File: config.mk
export PLATFORM = sky130hd
export DESIGN_NAME = mw_master
export DESIGN_NICKNAME = d
export VERILOG_FILES = /design/src/rtl/mw_pkg.sv /design/src/rtl/mw_fifo.sv /design/src/rtl/mw_clkgen.sv /design/src/rtl/mw_frame_fsm.sv /design/src/rtl/mw_master.sv
export SDC_FILE = /design/constraint.sdc
export NUM_CORES = 1
export LEC_CHECK = 0
export ABC_AREA = 1
export BUFFER_PORTS_ARGS = -buffer_cell sky130_fd_sc_hd__buf_2
export CAP_MARGIN = 10
export CORE_ASPECT_RATIO = 1.1
export CORE_UTILIZATION = 40
export CTS_CLUSTER_DIAMETER = 40
export DETAILED_ROUTE_END_ITERATION = 10
export GPL_TIMING_DRIVEN = 0
export MAX_ROUTING_LAYER = met4
export PLACE_DENSITY_LB_ADDON = 0.25
export SYNTH_ARGS = -nofsm -noshare
export SYNTH_HDL_FRONTEND = slang
export SYNTH_HIERARCHICAL = 1
export SYNTH_SLANG_ARGS = --single-unit
export TNS_END_PERCENT = 20
File: constraint.sdc
create_clock -name clk -period 3.4 [get_ports clk]
set_clock_uncertainty 0.1 [all_clocks]
set_input_delay 0.68 -clock clk [delete_from_list [all_inputs] [get_ports clk]]
set_output_delay 0.68 -clock clk [all_outputs]
set_load 0.01 [all_outputs]
File: src/rtl/mw_pkg.sv
package mw_pkg;
  localparam int CTRL_W = 8;
  localparam int RSP_W  = 16;
  localparam int LEN_W  = 5;
  localparam int HALF_W = 6;

  typedef enum logic {FR_IDLE, FR_ACTIVE} fr_state_e;

  // effective response length, 4..16
  function automatic logic [LEN_W-1:0] fr_clamp_len(input logic [LEN_W-1:0] l);
    if (l < LEN_W'(4))       return LEN_W'(4);
    else if (l > LEN_W'(16)) return LEN_W'(16);
    else                     return l;
  endfunction

  // half-period divider, zero behaves as one
  function automatic logic [7:0] fr_clamp_div(input logic [7:0] d);
    return (d == 8'd0) ? 8'd1 : d;
  endfunction

  // half-tick index on which the select line is released
  function automatic logic [HALF_W-1:0] fr_end_half(input logic [LEN_W-1:0] n);
    return HALF_W'(2*CTRL_W + 3) + {n, 1'b0};
  endfunction

  // half ticks on which the serial clock toggles
  function automatic logic fr_is_toggle(input logic [HALF_W-1:0] h, input logic [LEN_W-1:0] n);
    return h <= HALF_W'(2*CTRL_W + 2) + {n, 1'b0};
  endfunction

  // falling edges inside the control phase present the next bit
  function automatic logic fr_is_shift(input logic [HALF_W-1:0] h);
    return !h[0] && (h < HALF_W'(2*CTRL_W));
  endfunction

  // rising edges on which response bits are sampled
  function automatic logic fr_is_sample(input logic [HALF_W-1:0] h, input logic [LEN_W-1:0] n);
    return h[0] && (h >= HALF_W'(2*CTRL_W + 3)) && (h <= HALF_W'(2*CTRL_W + 1) + {n, 1'b0});
  endfunction
endpackage

File: src/rtl/mw_fifo.sv
module mw_fifo #(
  parameter int W     = 8,
  parameter int DEPTH = 4
) (
  input  logic         clk,
  input  logic         rst_n,
  input  logic         push,
  input  logic [W-1:0] din,
  input  logic         pop,
  output logic [W-1:0] dout,
  output logic         full,
  output logic         empty
);
  localparam int AW = (DEPTH > 1) ? $clog2(DEPTH) : 1;

  logic [W-1:0] mem [DEPTH];
  logic [AW-1:0] wptr, rptr;
  logic [AW:0]   count;
  logic wr_ok, rd_ok;

  assign full  = (count == (AW+1)'(DEPTH));
  assign empty = (count == '0);
  assign wr_ok = push && !full;
  assign rd_ok = pop && !empty;
  assign dout  = mem[rptr];

  always_ff @(posedge clk) begin
    if (wr_ok) mem[wptr] <= din;
  end

  always_ff @(posedge clk or negedge rst_n) begin
    if (!rst_n) begin
      wptr  <= '0;
      rptr  <= '0;
      count <= '0;
    end else begin
      if (wr_ok) wptr <= (wptr == AW'(DEPTH-1)) ? '0 : wptr + 1'b1;
      if (rd_ok) rptr <= (rptr == AW'(DEPTH-1)) ? '0 : rptr + 1'b1;
      count <= count + (AW+1)'(wr_ok) - (AW+1)'(rd_ok);
    end
  end

  AST_FIFO_COUNT_LE: assert property (@(posedge clk) disable iff (!rst_n)
    count <= (AW+1)'(DEPTH));
  AST_FIFO_FULL_HOLDS: assert property (@(posedge clk) disable iff (!rst_n)
    (full && !pop) |=> full);
endmodule

File: src/rtl/mw_clkgen.sv
module mw_clkgen #(
  parameter int DIV_W = 8
) (
  input  logic             clk,
  input  logic             rst_n,
  input  logic             run,
  input  logic [DIV_W-1:0] div,
  output logic             half_tick
);
  logic [DIV_W-1:0] cnt;

  assign half_tick = run && (cnt == div - 1'b1);

  always_ff @(posedge clk or negedge rst_n) begin
    if (!rst_n)                cnt <= '0;
    else if (!run || half_tick) cnt <= '0;
    else                       cnt <= cnt + 1'b1;
  end

  AST_DIV_CNT_BOUND: assert property (@(posedge clk) disable iff (!rst_n)
    (run && div != '0) |-> cnt < div);
endmodule

File: src/rtl/mw_frame_fsm.sv
module mw_frame_fsm
  import mw_pkg::*;
#(
  parameter int DIV_W = 8
) (
  input  logic                clk,
  input  logic                rst_n,
  input  logic [LEN_W-1:0]    cfg_len,
  input  logic [DIV_W-1:0]    cfg_div,
  input  logic                tx_valid,
  input  logic [CTRL_W-1:0]   tx_data,
  output logic                tx_pop,
  input  logic                rx_full,
  output logic                rsp_push,
  output logic [RSP_W-1:0]    rsp_word,
  input  logic                sdi,
  output logic                sclk,
  output logic                ssel_n,
  output logic                sdo,
  output logic                busy
);
  fr_state_e         state;
  logic [HALF_W-1:0] hcnt, nxt_h;
  logic [LEN_W-1:0]  len_q;
  logic [DIV_W-1:0]  div_q;
  logic [CTRL_W-1:0] ctrl_sh;
  logic [RSP_W-1:0]  rsp_sh;
  logic sclk_q, ssel_q, sdo_q;
  logic frame_start, half_tick, frame_end;

  // named events for the checks
  assign frame_start = (state == FR_IDLE) && tx_valid && !rx_full;
  assign nxt_h       = hcnt + 1'b1;
  assign frame_end   = (state == FR_ACTIVE) && half_tick && (nxt_h == fr_end_half(len_q));

  mw_clkgen #(.DIV_W(DIV_W)) i_clkgen (
    .clk       (clk),
    .rst_n     (rst_n),
    .run       (state == FR_ACTIVE),
    .div       (div_q),
    .half_tick (half_tick)
  );

  always_ff @(posedge clk or negedge rst_n) begin
    if (!rst_n) begin
      state   <= FR_IDLE;
      hcnt    <= '0;
      len_q   <= LEN_W'(4);
      div_q   <= DIV_W'(1);
      ctrl_sh <= '0;
      rsp_sh  <= '0;
      sclk_q  <= 1'b0;
      ssel_q  <= 1'b1;
      sdo_q   <= 1'b0;
    end else if (frame_start) begin
      state   <= FR_ACTIVE;
      hcnt    <= '0;
      len_q   <= fr_clamp_len(cfg_len);
      div_q   <= DIV_W'(fr_clamp_div(8'(cfg_div)));
      ctrl_sh <= tx_data;
      sdo_q   <= tx_data[CTRL_W-1];
      rsp_sh  <= '0;
      ssel_q  <= 1'b0;
    end else if (state == FR_ACTIVE && half_tick) begin
      hcnt <= nxt_h;
      if (fr_is_toggle(nxt_h, len_q)) sclk_q <= ~sclk_q;
      if (fr_is_shift(nxt_h)) begin
        ctrl_sh <= {ctrl_sh[CTRL_W-2:0], 1'b0};
        sdo_q   <= ctrl_sh[CTRL_W-2];
      end else if (nxt_h == HALF_W'(2*CTRL_W)) begin
        sdo_q <= 1'b0;
      end
      if (fr_is_sample(nxt_h, len_q)) rsp_sh <= {rsp_sh[RSP_W-2:0], sdi};
      if (frame_end) begin
        ssel_q <= 1'b1;
        state  <= FR_IDLE;
      end
    end
  end

  assign tx_pop   = frame_start;
  assign rsp_push = frame_end;
  assign rsp_word = rsp_sh;
  assign sclk     = sclk_q;
  assign ssel_n   = ssel_q;
  assign sdo      = sdo_q;
  assign busy     = (state == FR_ACTIVE);

  AST_IDLE_PINS: assert property (@(posedge clk) disable iff (!rst_n)
    !busy |-> (!sclk_q && ssel_q));
  AST_SDO_HOLD_HIGH: assert property (@(posedge clk) disable iff (!rst_n)
    (sclk_q && $past(sclk_q)) |-> $stable(sdo_q));
  AST_LEN_RANGE: assert property (@(posedge clk) disable iff (!rst_n)
    busy |-> (len_q >= LEN_W'(4) && len_q <= LEN_W'(16)));
  AST_SELECT_END_LOW: assert property (@(posedge clk) disable iff (!rst_n)
    $rose(ssel_q) |-> !sclk_q);
  AST_SCLK_ON_TICK: assert property (@(posedge clk) disable iff (!rst_n)
    !half_tick |=> $stable(sclk_q));
  AST_BUSY_SELECT: assert property (@(posedge clk) disable iff (!rst_n)
    busy != ssel_q);
endmodule

File: src/rtl/mw_master.sv
module mw_master
  import mw_pkg::*;
#(
  parameter int CMD_DEPTH = 4,
  parameter int RSP_DEPTH = 4,
  parameter int DIV_W     = 8
) (
  input  logic               clk,
  input  logic               rst_n,
  input  logic [LEN_W-1:0]   cfg_rsp_len,
  input  logic [DIV_W-1:0]   cfg_div,
  input  logic [CTRL_W-1:0]  cmd_wdata,
  input  logic               cmd_wr,
  output logic               cmd_full,
  output logic [RSP_W-1:0]   rsp_rdata,
  input  logic               rsp_rd,
  output logic               rsp_empty,
  output logic               sclk,
  output logic               ssel_n,
  output logic               sdo,
  input  logic               sdi,
  output logic               busy
);
  logic [CTRL_W-1:0] tx_data;
  logic tx_empty, tx_pop;
  logic rx_full, rsp_push;
  logic [RSP_W-1:0] rsp_word;

  mw_fifo #(.W(CTRL_W), .DEPTH(CMD_DEPTH)) i_cmd_q (
    .clk(clk), .rst_n(rst_n),
    .push(cmd_wr), .din(cmd_wdata),
    .pop(tx_pop), .dout(tx_data),
    .full(cmd_full), .empty(tx_empty)
  );

  mw_fifo #(.W(RSP_W), .DEPTH(RSP_DEPTH)) i_rsp_q (
    .clk(clk), .rst_n(rst_n),
    .push(rsp_push), .din(rsp_word),
    .pop(rsp_rd), .dout(rsp_rdata),
    .full(rx_full), .empty(rsp_empty)
  );

  mw_frame_fsm #(.DIV_W(DIV_W)) i_fsm (
    .clk(clk), .rst_n(rst_n),
    .cfg_len(cfg_rsp_len), .cfg_div(cfg_div),
    .tx_valid(!tx_empty), .tx_data(tx_data), .tx_pop(tx_pop),
    .rx_full(rx_full), .rsp_push(rsp_push), .rsp_word(rsp_word),
    .sdi(sdi), .sclk(sclk), .ssel_n(ssel_n), .sdo(sdo), .busy(busy)
  );

  AST_RSP_ROOM: assert property (@(posedge clk) disable iff (!rst_n)
    rsp_push |-> !rx_full);
  AST_POP_NOT_EMPTY: assert property (@(posedge clk) disable iff (!rst_n)
    tx_pop |-> !tx_empty);
endmodule

# Word level (Yosys, flattened, before mapping)
# Memory sizes are Yosys's and may differ from the RTL's.
# Cells that the tools add are included.
op_classes:
  addsub: 14
  order_cmp: 6
  eq_ne: 9
  n_mux: 30
  bitwise_logic: 3
  reduce_logical: 32
ops:
  columns: ["cell", "count"]
  rows:
  - ["$mux 16", 3]
  - ["$mux 7", 3]
  - ["$add 5x6->6 const A", 3]
  - ["$mux 8", 2]
  - ["$mux 1", 14]
  - ["$le 6x6->1", 2]
  - ["$logic_and 1x1->1", 12]
  - ["$mux 6", 2]
  - ["$mux 5", 2]
  - ["$add 2x1->2 const B", 4]
  - ["$add 8x1->8 const B", 1]
  - ["$eq 2x2->1 const B", 4]
  - ["$eq 8x8->1", 1]
  - ["$logic_not 8->1", 1]
  - ["$mux 2", 4]
  - ["$reduce_and 2->1", 4]
  - ["$reduce_bool 2->1", 4]
  - ["$sub 8x1->8 const B", 1]
  - ["$add 3x1->3", 2]
  - ["$add 6x1->6 const B", 1]
  - ["$eq 3x3->1 const B", 2]
  - ["$eq 6x5->1 const B", 1]
  - ["$eq 6x6->1", 1]
  - ["$ge 6x5->1 const B", 1]
  - ["10 further kinds", 19]
word_totals:
  regBits: 68
  ramBits: 96
  elab_cells: 112
  mem_count: 2
memory_table:
  columns: ["memory", "depth", "word_bits", "read_ports", "rd_clocked_by_memory_dff", "wr", "line_no", "text"]
  rows:
  - ["i_rsp_q.mem", 4, 16, 1, 0, 1, "mw_fifo.sv:16", "logic [W-1:0] mem [DEPTH];"]
  - ["i_cmd_q.mem", 4, 8, 1, 0, 1, "mw_fifo.sv:16", null]

# Logic depth before layout (Yosys ltp)
logic_depth:
  word_depth: 8
  ltp_mapped: 24

# Hierarchy
# Netlist, hierarchy kept.
by_module_without_submodules:
  columns: ["mod", "n_inst", "cells_per_inst", "area_each_um2", "seq_area_each_um2"]
  rows:
  - ["mw_fifo (i_rsp_q)", 1, 244, 3226.8, 2097.0]
  - ["mw_frame_fsm", 1, 297, 2507.4, 1154.9]
  - ["mw_fifo (i_cmd_q)", 1, 151, 1752.9, 1136.1]
  - ["mw_clkgen", 1, 101, 650.6, 200.2]
  - ["mw_master", 1, 1, 3.8, 0.0]

# Least setup slack after synthesis
# OpenSTA, ideal clock, no wires.
synth_path:
  path_kind: "register to register"
  from: "register i_fsm.div_q[0]"
  to: "register i_rsp_q.count[2]"
  arrival_time_ps: 3265
  path_slack_ps: -30
  stages_incl_launch_ff: 25
  cell_sequence: "dfstp_2 -> inv_1 -> ha_1 -> nand2_1 -> inv_1 -> nor2_1 -> nand2_1 -> nor2_1 -> nand3_1 -> nor2_1 -> nand2_1 -> nor2_1 -> nand2_1 -> nor2_1 -> inv_1 -> nor3_1 -> nand2_1 -> inv_1 -> nand2_2 -> ha_1 -> inv_1 -> ha_1 -> fa_1 -> nand3b_1 -> nand2_1"
synth_between:
  elab_chain_cells: 8
synth_lines:
  columns: ["element", "line_no", "text"]
  rows:
  - ["start: declaration", "mw_frame_fsm.sv:25", "logic [DIV_W-1:0] div_q;"]
  - ["start signal: assignment", "mw_frame_fsm.sv:59", "div_q <= DIV_W'(fr_clamp_div(8'(cfg_div)));"]
  - ["$sub 8x1->8", "mw_clkgen.sv:12", "assign half_tick = run && (cnt == div - 1'b1);"]
  - ["$eq 8x8->1", "mw_clkgen.sv:12", null]
  - ["$logic_and 1x1->1", "mw_clkgen.sv:12", null]
  - ["named net i_fsm.half_tick", "mw_frame_fsm.sv:29", "logic frame_start, half_tick, frame_end;"]
  - ["$logic_and 1x1->1 (2 in a row)", "mw_frame_fsm.sv:34", "assign frame_end = (state == FR_ACTIVE) && half_tick && (nxt_h == fr_end_half(len_q));"]
  - ["named net rsp_push", "mw_master.sv:26", "logic rx_full, rsp_push;"]
  - ["$logic_and 1x1->1", "mw_fifo.sv:23", "assign wr_ok = push && !full;"]
  - ["$add 3x1->3", "mw_fifo.sv:39", "count <= count + (AW+1)'(wr_ok) - (AW+1)'(rd_ok);"]
  - ["$sub 3x1->3", "mw_fifo.sv:39", null]
  - ["end signal: assignment", "mw_fifo.sv:39", null]
  - ["end: declaration", "mw_fifo.sv:18", "logic [AW:0] count;"]
# The timed path passes the listed nets, and every way through them passes these cells.
# A chain may end at the register's enable or synchronous reset.

# Worst setup path after layout
# Same ends and word-level chain as after synthesis.

==> impl_metrics.py <==
metrics = {
    "timing": {
        "setup_violations": 0,
        "hold_ws_ns": 0.146,
        "tightest_slew_ns": 0.698,
        "final.setup.worst_slack_ns": 0.0702,
        "relSlewSlack": 0.533,
        "fmax_mhz": 300,
        "hold_viol": 0,
        "final.setup.tns_ns": 0,
        "drv_slew": 0,
        "rsz0062_at_grt": "yes",
        "period_minus_slack_ns": 3.33,
        "post-route-period-util": 0.979,
    },
    "flow_run": {
        "cap_viol_max_count": 0,
    },
    "worst_setup_path": {
        "worstSetupStartpointType": "register",
        "cp_num_cells": 24,
        "r2r_start": "i_fsm/div_q[0]",
        "critPathTopFamily": "simple AND/OR/NAND/NOR gates",
        "crit_path_end": "i_rsp_q/count[2]",
        "cp_slowest_cell": "dfstp_2",
        "rrSetupSlack_ns": 0.07,
        "crit_chain": "inv_4 > ha_4 > nand2_2 > inv_2 > nor2_1 > nand2_1 > nor2_1 > nand3_1 > nor2_1 > nand2_2 > nor2_2 > nand2_2 > nor2_1 > inv_1 > nor3_2 > nand2_1 > inv_2 > nand2_4 > ha_4 > inv_2 > ha_4 > fa_2 > nand3b_1 > nand2_1",
        "max_stage_delay_ns": 0.56,
        "criticalPathCategory": "reg -> reg",
        "crit_buf_inv": 5,
        "ff2ff_path_depth": 24,
        "setup.worst_path.end_class": "register",
        "reg2reg_to": "i_rsp_q/count[2]",
        "crit_fanout": 3,
        "worstSetupStartpoint": "i_fsm/div_q[0]",
        "crit_required_ns": 3.66,
        "arrival_ns": 3.59,
        "cpMostUsedCell": "nor2_1",
    },
    "grt": {
        "overflow": 0,
        "grt_usage": 0.170,
        "grt_max_degree": 69,
        "grt_pass1_wl_um": 26700,
        "antenna_found_initial": 1,
        "grt_pass1_vias": 5436,
    },
    "power": {
        "total_power_mw": 6.16,
        "p_per_area_mw_per_mm2": 649,
        "leakage_nw": 4.26,
        "vdd_ir_drop_max_uv": 485,
    },
    "routing": {
        "wl_um": 15700,
        "drtAntennaViolNets": 0,
        "first_pass_iters": 4,
        "drc_errors": 0,
        "via_count": 5392,
        "wl_per_cell_um": 13.8,
        "vias_per_cell": 4.74,
        "drt_first_iter_violations": 191,
    },
    "placed_design": {
        "gp_congestion": 0.785,
        "numPlacedInstances": 1098,
        "hpwl_um": 11100,
        "pre_cts_slack_ns": -0.376,
        "postPlaceCellArea_sq_mm": 0.00879,
        "port_buffers": 47,
    },
    "yosys": {
        "synth_top_cell_by_area": "edfxtp_1",
        "syn-num-nets": 850,
        "syn_avg_cell_area_sq_um": 10.3,
        "syn_inst": 794,
        "netlist-cell-type-count": 38,
        "netlist_area_sq_mm": 0.00814,
        "synth-seq-area-share": 0.564,
        "synthTopCellsByArea": "edfxtp_1 (35%), dfrtp_1 (20%), nand2_1 (9.0%), inv_1 (5.9%), ha_1 (4.3%)",
        "synth-seq-cells": 164,
        "yosysWarnings": 6,
        "synth.top_cell.area_share": 0.354,
    },
    "layout": {
        "design_area_sq_mm": 0.00949,
        "fin_cells": 1138,
        "fill_cells": 1899,
        "final_core_utilization": 0.478,
        "final_nets": 928,
        "syn_to_final_growth_pct": 16.5,
        "drive_above_1_share": 0.249,
    },
    "clock_network": {
        "clock_sinks": 164,
        "root_buffer": "clkbuf_16",
        "clk_latency_ns": 0.43,
        "h-tree-depth": 4,
        "cts_hold_buf": 0,
        "cts_buffers": 17,
        "cts_max_path_buffers": 2,
        "cts_tree": "yes",
        "cts.clk_slew.worst_paths_ns": 0.07,
    },
    "die": {
        "ios": 48,
        "core-area_sq_mm": 0.0199,
        "initial_core_util": 0.410,
        "dieArea_sq_mm": 0.0209,
        "die_w_um": 138,
        "rows": 54,
        "die_h_um": 152,
    },
    "min_path": {
        "min-delay-path-class": "in -> async",
    },
    "run_status": {
        "status": "completed",
    },
}
[logic make-up (layout without fill, tap and decap cells)]
family                     Yosys count  in the layout  share of synthesized area
and+or+nand+nor                    328            328                      0.180
DFF                                164            164                      0.564
buffers and inverters              156            247                     0.0917
AOI/OAI and AO/OA                  100            100                     0.0987
adders and majority gates           30             30                     0.0479
xor gates and xnor gates            16             16                     0.0181
other                                0              1                          0
[cells in the mapped netlist, drive strengths merged]
cell,n
dfstp,3
o21a,1
a41oi,1
fa,2
o22ai,6
nand3b,3
o211ai,49
nand2,231
ha,28
nor3,3
a21oi,5
o21ai,37
dfrtp,65
clkbuf,3
xnor2,6
o21bai,1
nor4,1
xor2,10
edfxtp,96
inv,131
nor2,45
buf,21
nand3,41
nand4,4
clkinv,1
[worst register-to-register path, stage by stage, from the launching register on]
cell and delay, ns:
dfstp_2 0.56, inv_4 0.05, ha_4 0.21, nand2_2 0.06
inv_2 0.03, nor2_1 0.09, nand2_1 0.06, nor2_1 0.11
nand3_1 0.09, nor2_1 0.12, nand2_2 0.08, nor2_2 0.11
nand2_2 0.07, nor2_1 0.11, inv_1 0.08, nor3_2 0.10
nand2_1 0.08, inv_2 0.08, nand2_4 0.07, ha_4 0.27
inv_2 0.04, ha_4 0.15, fa_2 0.35, nand3b_1 0.16
nand2_1 0.06
[routing by layer]
layer,up-vias,share of wire,track usage
li1,2753,-,-
met1,2522,0.43,0.192
met2,90,0.51,0.296
met3,27,0.042,0.0399
met4,0,0.019,0.0582
met5,-,0,-
[timing repair]
item	in CTS	in global routing
hold endpoints to repair	0	0
resized for setup	9	10
setup buffers	6	1
pin swaps	4	13
endpoints found under the setup margin	47	49
[flip-flops by register name, summed over array words and instances, names as in the netlist, 5 cells and up]
register / cells
i_fsm/div_q: 8
i_fsm/hcnt: 6
i_fsm/len_q: 5
i_fsm/rsp_word: 16
i_cmd_q/mem: 32
i_fsm/i_clkgen/cnt: 8
i_rsp_q/mem: 64
i_fsm/ctrl_sh: 7
[report_power, final]
group	switching, mW	internal (mW)
clock network	0.851	0.973
registers	0.162	2.32
logic	1.08	0.768
total	2.10	4.07
[cells in the final DEF, fill, tap and decap left out, types with 17 or more instances in the layout]
| cell type | n |
|---|---|
| nand2_1 | 193 |
| inv_1 | 125 |
| edfxtp_1 | 96 |
| dfrtp_1 | 65 |
| buf_2 | 51 |
| nor2_1 | 37 |
| nand2_2 | 35 |
| nand3_1 | 31 |
| o211ai_1 | 26 |
| ha_1 | 25 |
| o211ai_2 | 23 |
| o21ai_0 | 21 |
| clkbuf_16 | 17 |
[worst min-delay path by stage]
stage                     cells past startpoint  slack (ns)                     to
after floorplan                               0        0.28       i_cmd_q/count[0]
after global placement                        2        0.37       i_fsm/ctrl_sh[6]
after detailed placement                      2        0.37       i_fsm/ctrl_sh[6]
after CTS                                     2        0.16  i_fsm/i_clkgen/cnt[0]
after global routing                          2        0.17  i_fsm/i_clkgen/cnt[0]
final                                         2        0.15  i_fsm/i_clkgen/cnt[0]
[layout make-up]
type | count | area [sq um] | share of cell area
clock buffer | 18 | 429 | 0.0452
buffer | 24 | 248 | 0.0261
multi-input combinational | 474 | 2890 | 0.305
tap | 252 | 315 | 0.0332
inverter | 132 | 503 | 0.0530
antenna | 1 | 2.50 | 0.000264
timing repair buffer | 59 | 374 | 0.0394
clock inverter | 14 | 136 | 0.0144
sequential | 164 | 4590 | 0.484
No activity file was read; power rests on OpenSTA's default activity.
